## config.mk

```make
export PLATFORM = sky130hd
export DESIGN_NAME = led_chain_ctrl
export DESIGN_NICKNAME = d
export VERILOG_FILES = /design/src/rtl/led_chain_pkg.sv /design/src/rtl/led_chain_seq.sv /design/src/rtl/led_chain_pwm.sv /design/src/rtl/led_chain_ctrl.sv
export SDC_FILE = /design/constraint.sdc
export NUM_CORES = 1
export LEC_CHECK = 0
export ABC_AREA = 0
export CORE_MARGIN = 2
export CORE_UTILIZATION = 52
export DETAILED_ROUTE_END_ITERATION = 8
export PLACE_DENSITY = 0.79
export SYNTH_ARGS = -nofsm -noshare
export SYNTH_HDL_FRONTEND = slang
export SYNTH_SLANG_ARGS = --single-unit
```

## constraint.sdc

```tcl
create_clock -name clk -period 2.1 [get_ports clk]
set_clock_uncertainty 0.15 [all_clocks]
set_input_delay 0.42 -clock clk [delete_from_list [all_inputs] [get_ports clk]]
set_output_delay 0.42 -clock clk [all_outputs]
set_load 0.005 [all_outputs]
```

## src/rtl/led_chain_pkg.sv

```systemverilog
`timescale 1ns/1ps
package led_chain_pkg;
    typedef enum logic [2:0] {
        ST_CLEAR,
        ST_IDLE,
        ST_LOW,
        ST_HIGH,
        ST_GAP,
        ST_LATCH
    } seq_state_t;
endpackage

```

## src/rtl/led_chain_seq.sv

```systemverilog
`timescale 1ns/1ps
module led_chain_seq
    import led_chain_pkg::*;
#(
    parameter int WORD_W    = 16,
    parameter int SETUP_CYC = 4,
    parameter int HOLD_CYC  = 4,
    parameter int PULSE_CYC = 8,
    parameter int CLR_CYC   = 8
) (
    input  logic              clk,
    input  logic              rst_n,
    input  logic [WORD_W-1:0] word_i,
    input  logic              valid_i,
    output logic              ready_o,
    output logic              ser_data_o,
    output logic              shift_clk_o,
    output logic              latch_clk_o,
    output logic              clr_n_o,
    output logic              clearing_o
);
    // Low phase serves both setup and low pulse width; high phase serves hold and high width.
    localparam int LOW_CYC  = (SETUP_CYC > PULSE_CYC) ? SETUP_CYC : PULSE_CYC;
    localparam int HIGH_CYC = (HOLD_CYC > PULSE_CYC) ? HOLD_CYC : PULSE_CYC;
    localparam int PH_MAX   = (LOW_CYC > HIGH_CYC) ? LOW_CYC : HIGH_CYC;
    localparam int TMR_MAX  = (PH_MAX > CLR_CYC) ? PH_MAX : CLR_CYC;
    localparam int TMR_W    = $clog2(TMR_MAX + 1);
    localparam int IDX_W    = $clog2(WORD_W);
    localparam logic [IDX_W-1:0] LAST_IDX = IDX_W'(WORD_W - 1);
    localparam logic [TMR_W-1:0] LOW_END  = TMR_W'(LOW_CYC - 1);
    localparam logic [TMR_W-1:0] HIGH_END = TMR_W'(HIGH_CYC - 1);
    localparam logic [TMR_W-1:0] CLR_END  = TMR_W'(CLR_CYC - 1);

    seq_state_t        state_q, state_nx;
    logic [TMR_W-1:0]  tmr_q;
    logic [IDX_W-1:0]  bit_idx_q;
    logic [WORD_W-1:0] shreg_q;

    // Next-state decision
    always_comb begin
        state_nx = state_q;
        unique case (state_q)
            ST_CLEAR: if (tmr_q == CLR_END)  state_nx = ST_IDLE;
            ST_IDLE:  if (valid_i)           state_nx = ST_LOW;
            ST_LOW:   if (tmr_q == LOW_END)  state_nx = ST_HIGH;
            ST_HIGH:  if (tmr_q == HIGH_END)
                          state_nx = (bit_idx_q == LAST_IDX) ? ST_GAP : ST_LOW;
            ST_GAP:   if (tmr_q == LOW_END)  state_nx = ST_LATCH;
            ST_LATCH: if (tmr_q == HIGH_END) state_nx = ST_IDLE;
            default:                         state_nx = ST_CLEAR;
        endcase
    end

    // State register with phase timer and shift datapath
    always_ff @(posedge clk or negedge rst_n) begin
        if (!rst_n) begin
            state_q   <= ST_CLEAR;
            tmr_q     <= '0;
            bit_idx_q <= '0;
            shreg_q   <= '0;
        end else begin
            state_q <= state_nx;
            if (state_nx != state_q) tmr_q <= '0;
            else if (state_q != ST_IDLE) tmr_q <= tmr_q + 1'b1;

            if (state_q == ST_IDLE && valid_i) begin
                shreg_q   <= word_i;
                bit_idx_q <= '0;
            end else if (state_q == ST_HIGH && state_nx == ST_LOW) begin
                shreg_q   <= {shreg_q[WORD_W-2:0], 1'b0};
                bit_idx_q <= bit_idx_q + 1'b1;
            end
        end
    end

    // Output decode
    always_comb begin
        ready_o     = (state_q == ST_IDLE);
        clr_n_o     = (state_q != ST_CLEAR);
        clearing_o  = (state_q == ST_CLEAR);
        shift_clk_o = (state_q == ST_HIGH);
        latch_clk_o = (state_q == ST_LATCH);
        ser_data_o  = (state_q == ST_IDLE || state_q == ST_CLEAR) ? 1'b0 : shreg_q[WORD_W-1];
    end


    ready_quiet_chk: assert property (@(posedge clk) disable iff (!rst_n)
        ready_o |-> (!shift_clk_o && !latch_clk_o));

    accept_busy_chk: assert property (@(posedge clk) disable iff (!rst_n)
        (ready_o && valid_i) |=> !ready_o);

    setup_chk: assert property (@(posedge clk) disable iff (!rst_n)
        $rose(shift_clk_o) |-> $stable(ser_data_o));

    hold_chk: assert property (@(posedge clk) disable iff (!rst_n)
        (shift_clk_o && $past(shift_clk_o)) |-> $stable(ser_data_o));

    latch_apart_chk: assert property (@(posedge clk) disable iff (!rst_n)
        latch_clk_o |-> !shift_clk_o);

    latch_after_last_chk: assert property (@(posedge clk) disable iff (!rst_n)
        $rose(latch_clk_o) |-> (bit_idx_q == LAST_IDX));
endmodule

```

## src/rtl/led_chain_pwm.sv

```systemverilog
`timescale 1ns/1ps
module led_chain_pwm #(
    parameter int DUTY_W = 8
) (
    input  logic              clk,
    input  logic              rst_n,
    input  logic [DUTY_W-1:0] duty_i,
    input  logic              hold_off_i,
    output logic              oe_n_o
);
    // Period of 2^W - 1 cycles so that the full-scale code means always on.
    localparam logic [DUTY_W-1:0] CNT_LAST = DUTY_W'((2 ** DUTY_W) - 2);

    logic [DUTY_W-1:0] cnt_q;
    logic              oe_n_q;

    always_ff @(posedge clk or negedge rst_n) begin
        if (!rst_n) begin
            cnt_q  <= '0;
            oe_n_q <= 1'b1;
        end else begin
            cnt_q  <= (cnt_q == CNT_LAST) ? '0 : cnt_q + 1'b1;
            oe_n_q <= hold_off_i || (cnt_q >= duty_i);
        end
    end

    assign oe_n_o = oe_n_q;


    clear_dark_chk: assert property (@(posedge clk) disable iff (!rst_n)
        hold_off_i |=> oe_n_o);

    duty_zero_chk: assert property (@(posedge clk) disable iff (!rst_n)
        ($past(duty_i) == '0) |-> oe_n_o);

    duty_full_chk: assert property (@(posedge clk) disable iff (!rst_n)
        (($past(duty_i) == '1) && !$past(hold_off_i)) |-> !oe_n_o);
endmodule

```

## src/rtl/led_chain_ctrl.sv

```systemverilog
`timescale 1ns/1ps
module led_chain_ctrl #(
    parameter int WORD_W    = 16,
    parameter int SETUP_CYC = 4,
    parameter int HOLD_CYC  = 4,
    parameter int PULSE_CYC = 8,
    parameter int CLR_CYC   = 8,
    parameter int DUTY_W    = 8
) (
    input  logic              clk,
    input  logic              rst_n,
    input  logic [WORD_W-1:0] led_word_i,
    input  logic              word_valid_i,
    output logic              word_ready_o,
    input  logic [DUTY_W-1:0] dim_duty_i,
    output logic              ser_data_o,
    output logic              shift_clk_o,
    output logic              latch_clk_o,
    output logic              chain_clr_n_o,
    output logic              out_en_n_o
);
    logic clearing;

    led_chain_seq #(
        .WORD_W(WORD_W), .SETUP_CYC(SETUP_CYC), .HOLD_CYC(HOLD_CYC),
        .PULSE_CYC(PULSE_CYC), .CLR_CYC(CLR_CYC)
    ) u_seq (
        .clk(clk), .rst_n(rst_n),
        .word_i(led_word_i), .valid_i(word_valid_i), .ready_o(word_ready_o),
        .ser_data_o(ser_data_o), .shift_clk_o(shift_clk_o),
        .latch_clk_o(latch_clk_o), .clr_n_o(chain_clr_n_o),
        .clearing_o(clearing)
    );

    led_chain_pwm #(.DUTY_W(DUTY_W)) u_pwm (
        .clk(clk), .rst_n(rst_n), .duty_i(dim_duty_i),
        .hold_off_i(clearing), .oe_n_o(out_en_n_o)
    );


    clr_oe_off_chk: assert property (@(posedge clk) disable iff (!rst_n)
        (!chain_clr_n_o && $past(!chain_clr_n_o)) |-> out_en_n_o);
endmodule

```

-- After elaboration in Yosys (flattened, before gate mapping)
Cells that the tools add are included.
- output and inout bits: 6
- input port bits: 27
- logic and storage cells: 45
- bits in registers: 36
- eq/ne operators: 11
- add/sub/neg operators: 3
- $lt $le $gt $ge: 1
- reductions and logical operators: 9
- muxes and demuxes: 15
- operators by type and width (kind ; count):
    $mux 16 ; 2
    $mux 3 ; 6
    $mux 4 ; 4
    $pmux 3 s5 ; 1
    $eq 3x2->1 const B ; 3
    $add 4x1->4 const B ; 2
    $add 8x1->8 const B ; 1
    $eq 8x8->1 const B ; 1
    $ge 8x8->1 ; 1
    $mux 8 ; 1
    $eq 3x3->1 const B ; 2
    $eq 4x3->1 const B ; 1
    $eq 4x4->1 const B ; 1
    $reduce_bool 2->1 ; 2
    $eq 3x1->1 const B ; 1
    $logic_not 3->1 ; 1
    $ne 3x1->1 const B ; 1
    $ne 3x3->1 ; 1
    $reduce_bool 3->1 ; 1
    $logic_and 1x1->1 ; 2
    $logic_or 1x1->1 ; 2
    $reduce_or 2->1 ; 1
    $mux 1 ; 1

-- Longest topological paths before layout
- word-level depth: 8
- mapped depth: 7
- depth with buffers taken out: 6

-- Cells and area by module
A second synthesis with hierarchy kept.
- cell total of the unflattened synthesis: 193
- area, all modules: 1960.6 µm²
- by module, submodules not included (module ; cells an instance ; instances ; area each (µm²) ; seq. area each (µm²)):
    led_chain_seq ; 128 ; 1 ; 1346.3 ; 675.6
    led_chain_pwm ; 65 ; 1 ; 614.3 ; 226.5

-- Worst setup path before layout
OpenSTA, ideal clock, no wires.
- path kind: flip-flop to flip-flop
- from: register u_seq.bit_idx_q[0]
- to: register u_seq.shreg_q[14]
- setup time: 0.129 ns
- slack: 0.415 ns
- data arrival time: 1.406 ns
- buffers on the path: 0
- clock period less this slack: 1.685 ns
- cell stages (with the launch flop): 6
- required time: 1.821 ns
- cell sequence: dfrtp_1 > ha_1 > and3_1 > nor3_4 > mux2i_1 > a21oi_1
- longest elaborated chain between the ends: 7
- RTL lines (what ; RTL line ; text):
    start: declaration ; led_chain_seq.sv:36 ; logic [IDX_W-1:0] bit_idx_q;
    start signal: assignment ; led_chain_seq.sv:71 ; bit_idx_q <= bit_idx_q + 1'b1;
    $eq 4x4->1 ; led_chain_seq.sv:47 ; state_nx = (bit_idx_q == LAST_IDX) ? ST_GAP : ST_LOW;
    $mux 3 ; led_chain_seq.sv:47 ;
    $mux 3 ; led_chain_seq.sv:46 ; ST_HIGH: if (tmr_q == HIGH_END)
    $pmux 3 s5 ; led_chain_seq.sv:42 ; unique case (state_q)
    $eq 3x2->1 ; led_chain_seq.sv:69 ; end else if (state_q == ST_HIGH && state_nx == ST_LOW) begin
    $logic_and 1x1->1 ; led_chain_seq.sv:69 ;
    $reduce_bool 2->1 (no source line) ; -- ;
    end signal: assignment ; led_chain_seq.sv:67 ; shreg_q <= word_i;
    end signal: assignment ; led_chain_seq.sv:70 ; shreg_q <= {shreg_q[WORD_W-2:0], 1'b0};
    end: declaration ; led_chain_seq.sv:37 ; logic [WORD_W-1:0] shreg_q;
No other way between the ends.
A chain may end at the register's enable or synchronous reset.

-- Worst setup path in the final report
- from: register u_seq.state_q[1]
- to: output port ser_data_o
- longest elaborated chain between the ends: 3
- elaborated cells on any way between the ends: 4
- classes of those cells: eq/ne: 1; mux: 1; reduce/logical: 2
- RTL lines (what ; RTL line ; text):
    start: declaration ; led_chain_seq.sv:34 ; seq_state_t state_q, state_nx;
    start signal: assignment ; led_chain_seq.sv:62 ; state_q <= state_nx;
    $eq 3x1->1 / $logic_not 3->1 (equally long branches) ; led_chain_seq.sv:83 ; ser_data_o = (state_q == ST_IDLE || state_q == ST_CLEAR) ? 1'b0 : shreg_q[WORD_W-1];
    $logic_or 1x1->1 (*) ; led_chain_seq.sv:83 ;
    $mux 1 (*) ; led_chain_seq.sv:83 ;
    end: declaration ; led_chain_ctrl.sv:16 ; output logic ser_data_o,
Every way passes the cells marked *; elsewhere a longest branch is shown, timed or not.

==> flow_summary.ini <==
[die]
design.core.area_um2 = 3606
rows = 22
io_pins = 33
die_area_um2 = 4185
die_h_um = 64.70
dieWidth_um = 64.70
start_util_pct = 53.12

[logic_synthesis]
ys.flop_type = dfrtp_1
yosysTopAreaCell = dfrtp_1
ys_types = 44
yosysMostFrequentCell = dfrtp_1
ys_warn_count = 0
synth.net_count = 237
async_flop_share_pct = 100.0
synth_area_leaders = dfrtp_1 (46%), ha_1 (7.8%), nand2_1 (6.7%)
seq_area_frac_synth_pct = 47.09
synth_top_area_share_pct = 45.72
ys_seq_elements = 36
syn_area_um2 = 1916
avgSynthCellArea_um2 = 9.675
synth-edff-count = 0
syn_inst = 198
yosys-top-cells-count = dfrtp_1 (35), nand2_1 (34), nor2_1 (14)

[setup_path]
crit_path_start = u_seq.state_q[1]
critical_path_required_ns = 1.53
endpoint_kind = output pin
startpoint_type = flop
setup.worst_path.class = reg -> out
crit_fanout = 7
worstPathArrival_ns = 1.48
r2r-start = u_seq.state_q[2]
r2r_setup_slack_ns = 0.29

[run]
max_cap_violations = 0

[drt]
firstDrtPassIters = 4
dr_wl_met2_um = 1874
routed.top_layer = met4
wl_um = 3863
viasPerCell = 5.464
wl_met3_um = 154
drt_iter0_drc = 88
routedWlPerCell_um = 13.18
drc_errors = 0
vias = 1601
wl_met1_um = 1781
ant_nets = 0

[cts]
h-tree-depth = 2
ctsLongestPathBuffers = 2
cts-buffers-inserted = 5
insertion_delay_ns = 0.29
ctsHoldBuffers = 0
cts_root_buffer = clkbuf_8
cts_tree = built
clk_pin_slew_ns = 0.07
clock_sink_count = 36

[cells_and_area]
drive_gt1_share_pct = 13.06
postLayoutCoreUtil_pct = 69.71
nets = 283
final_cells = 293
n_antenna_cell = 0
syn_to_final_growth_pct = 31.22
finish.instance_area_um2 = 2514

[global_route]
grt_max_degree = 37
antenna_found_initial = 0
grt_pass1_vias = 1560
grt.overflow.total = 0
grt_first_pass_wirelength_um = 6796
grt_usage_pct = 20.92

[sta]
hold_ws_ns = 0.3269
hold_viol = 0
worstMarginPinSlew_ns = 0.4435
setup_tns_ns = 0
max_slew_margin_pct = 70.43
fin_crit_ns = 2.049
drv_slew = 0
fin_ws_ns = 0.05085
clock.fmax_mhz = 488.0
rsz0062_at_grt = no
fin_crit_sh_pct = 97.58
finalSetupViolCount = 0

[place]
dp_slack_ns = -0.02821
gp_congestion = 0.7744
port_buffers = 32
post_dp_cell_area_um2 = 2344
dp_hpwl_um = 2719
place_inst = 279

[power_and_ir_drop]
p_per_area_nw_per_um2 = 966.7
leakagePower_nw = 1.166
vdd_ir_drop_max_uv = 662.8
finalPower_mw = 2.430

[worst_hold_path]
hp-start = u_seq.shreg_q[8]
hp-class = reg -> reg

[run_status]
status = completed
==> worst paths after layout <==
| check | to | cells after the start |
|---|---|---|
| min in group asynchronous | u_seq.state_q[1] | 2 |
| worst min register to register | u_seq.shreg_q[8] | 2 |
| worst max-delay path | ser_data_o | 3 |
| max in group asynchronous | u_pwm.oe_n_o | 2 |
| worst max register to register | u_seq.bit_idx_q[0] | 6 |
| worst min-delay path | u_seq.shreg_q[8] | 2 |
==> cell usage in the layout (no fill, tap or decap), drive strengths merged, types with 5 or more instances in the layout <==
| cell | synthesis | final |
|---|---|---|
| dfrtp | 35 | 35 |
| nand2 | 34 | 34 |
| clkdlybuf4s50 | 0 | 29 |
| buf | 4 | 15 |
| nor2 | 14 | 14 |
| a22oi | 13 | 13 |
| ha | 12 | 12 |
| inv | 10 | 10 |
| a21oi | 9 | 9 |
| o21ai | 8 | 8 |
| nand3 | 7 | 7 |
| clkbuf | 4 | 7 |
| xnor2 | 5 | 5 |
==> registers in the layout, summed over array words and instances, names as in the netlist <==
name,cells
u_pwm.cnt_q,8
u_pwm.oe_n_o,1
u_seq.bit_idx_q,4
u_seq.shreg_q,16
u_seq.state_q,3
u_seq.tmr_q,4
==> metal layers <==
metal | up-vias | GRT usage [%]
met5 | - | 0
met4 | 0 | 7.979
met3 | 7 | 4.167
met2 | 37 | 35.16
met1 | 770 | 26.74
li1 | 787 | -
==> area by class of cell <==
cell class | instances | area, µm²
inverters | 10 | 37.54
multi-input cells | 144 | 943.4
flip-flops and latches | 36 | 904.6
clock inverters | 1 | 30.03
clock buffers | 7 | 96.34
well taps | 48 | 60.06
fillers | 294 | 1092
repair buffers | 47 | 441.7
==> worst max-delay path, cell delays in order (launching register included) <==
cell and delay (ns):
dfrtp_2 0.44, buf_4 0.15, o21a_1 0.17, clkdlybuf4s50_1 0.43
==> power breakdown <==
group	switching (mW)	internal (mW)	leakage, nW
Sequential	0.178	0.934	0.443
Clock	0.246	0.419	0.0645
Combinational	0.308	0.346	0.658
==> cell families (layout without fill, tap and decap cells) <==
family,Yosys count,in the layout,share of synthesized area [%]
adder cells (fa/ha/maj),12,12,7.838
multiplexers,4,4,2.155
XOR/XNOR,7,7,3.201
buffers and inverters,18,65,3.984
AND/OR/NAND/NOR,79,79,20.84
AO/OA/AOI/OAI,42,42,14.89
flip-flops,36,36,47.09
==> repair_timing <==
action	CTS	global route
endpoints found under the setup margin	4	2
gates resized for setup	5	0
buffers inserted	2	4
(Power assumes the default switching activity.)
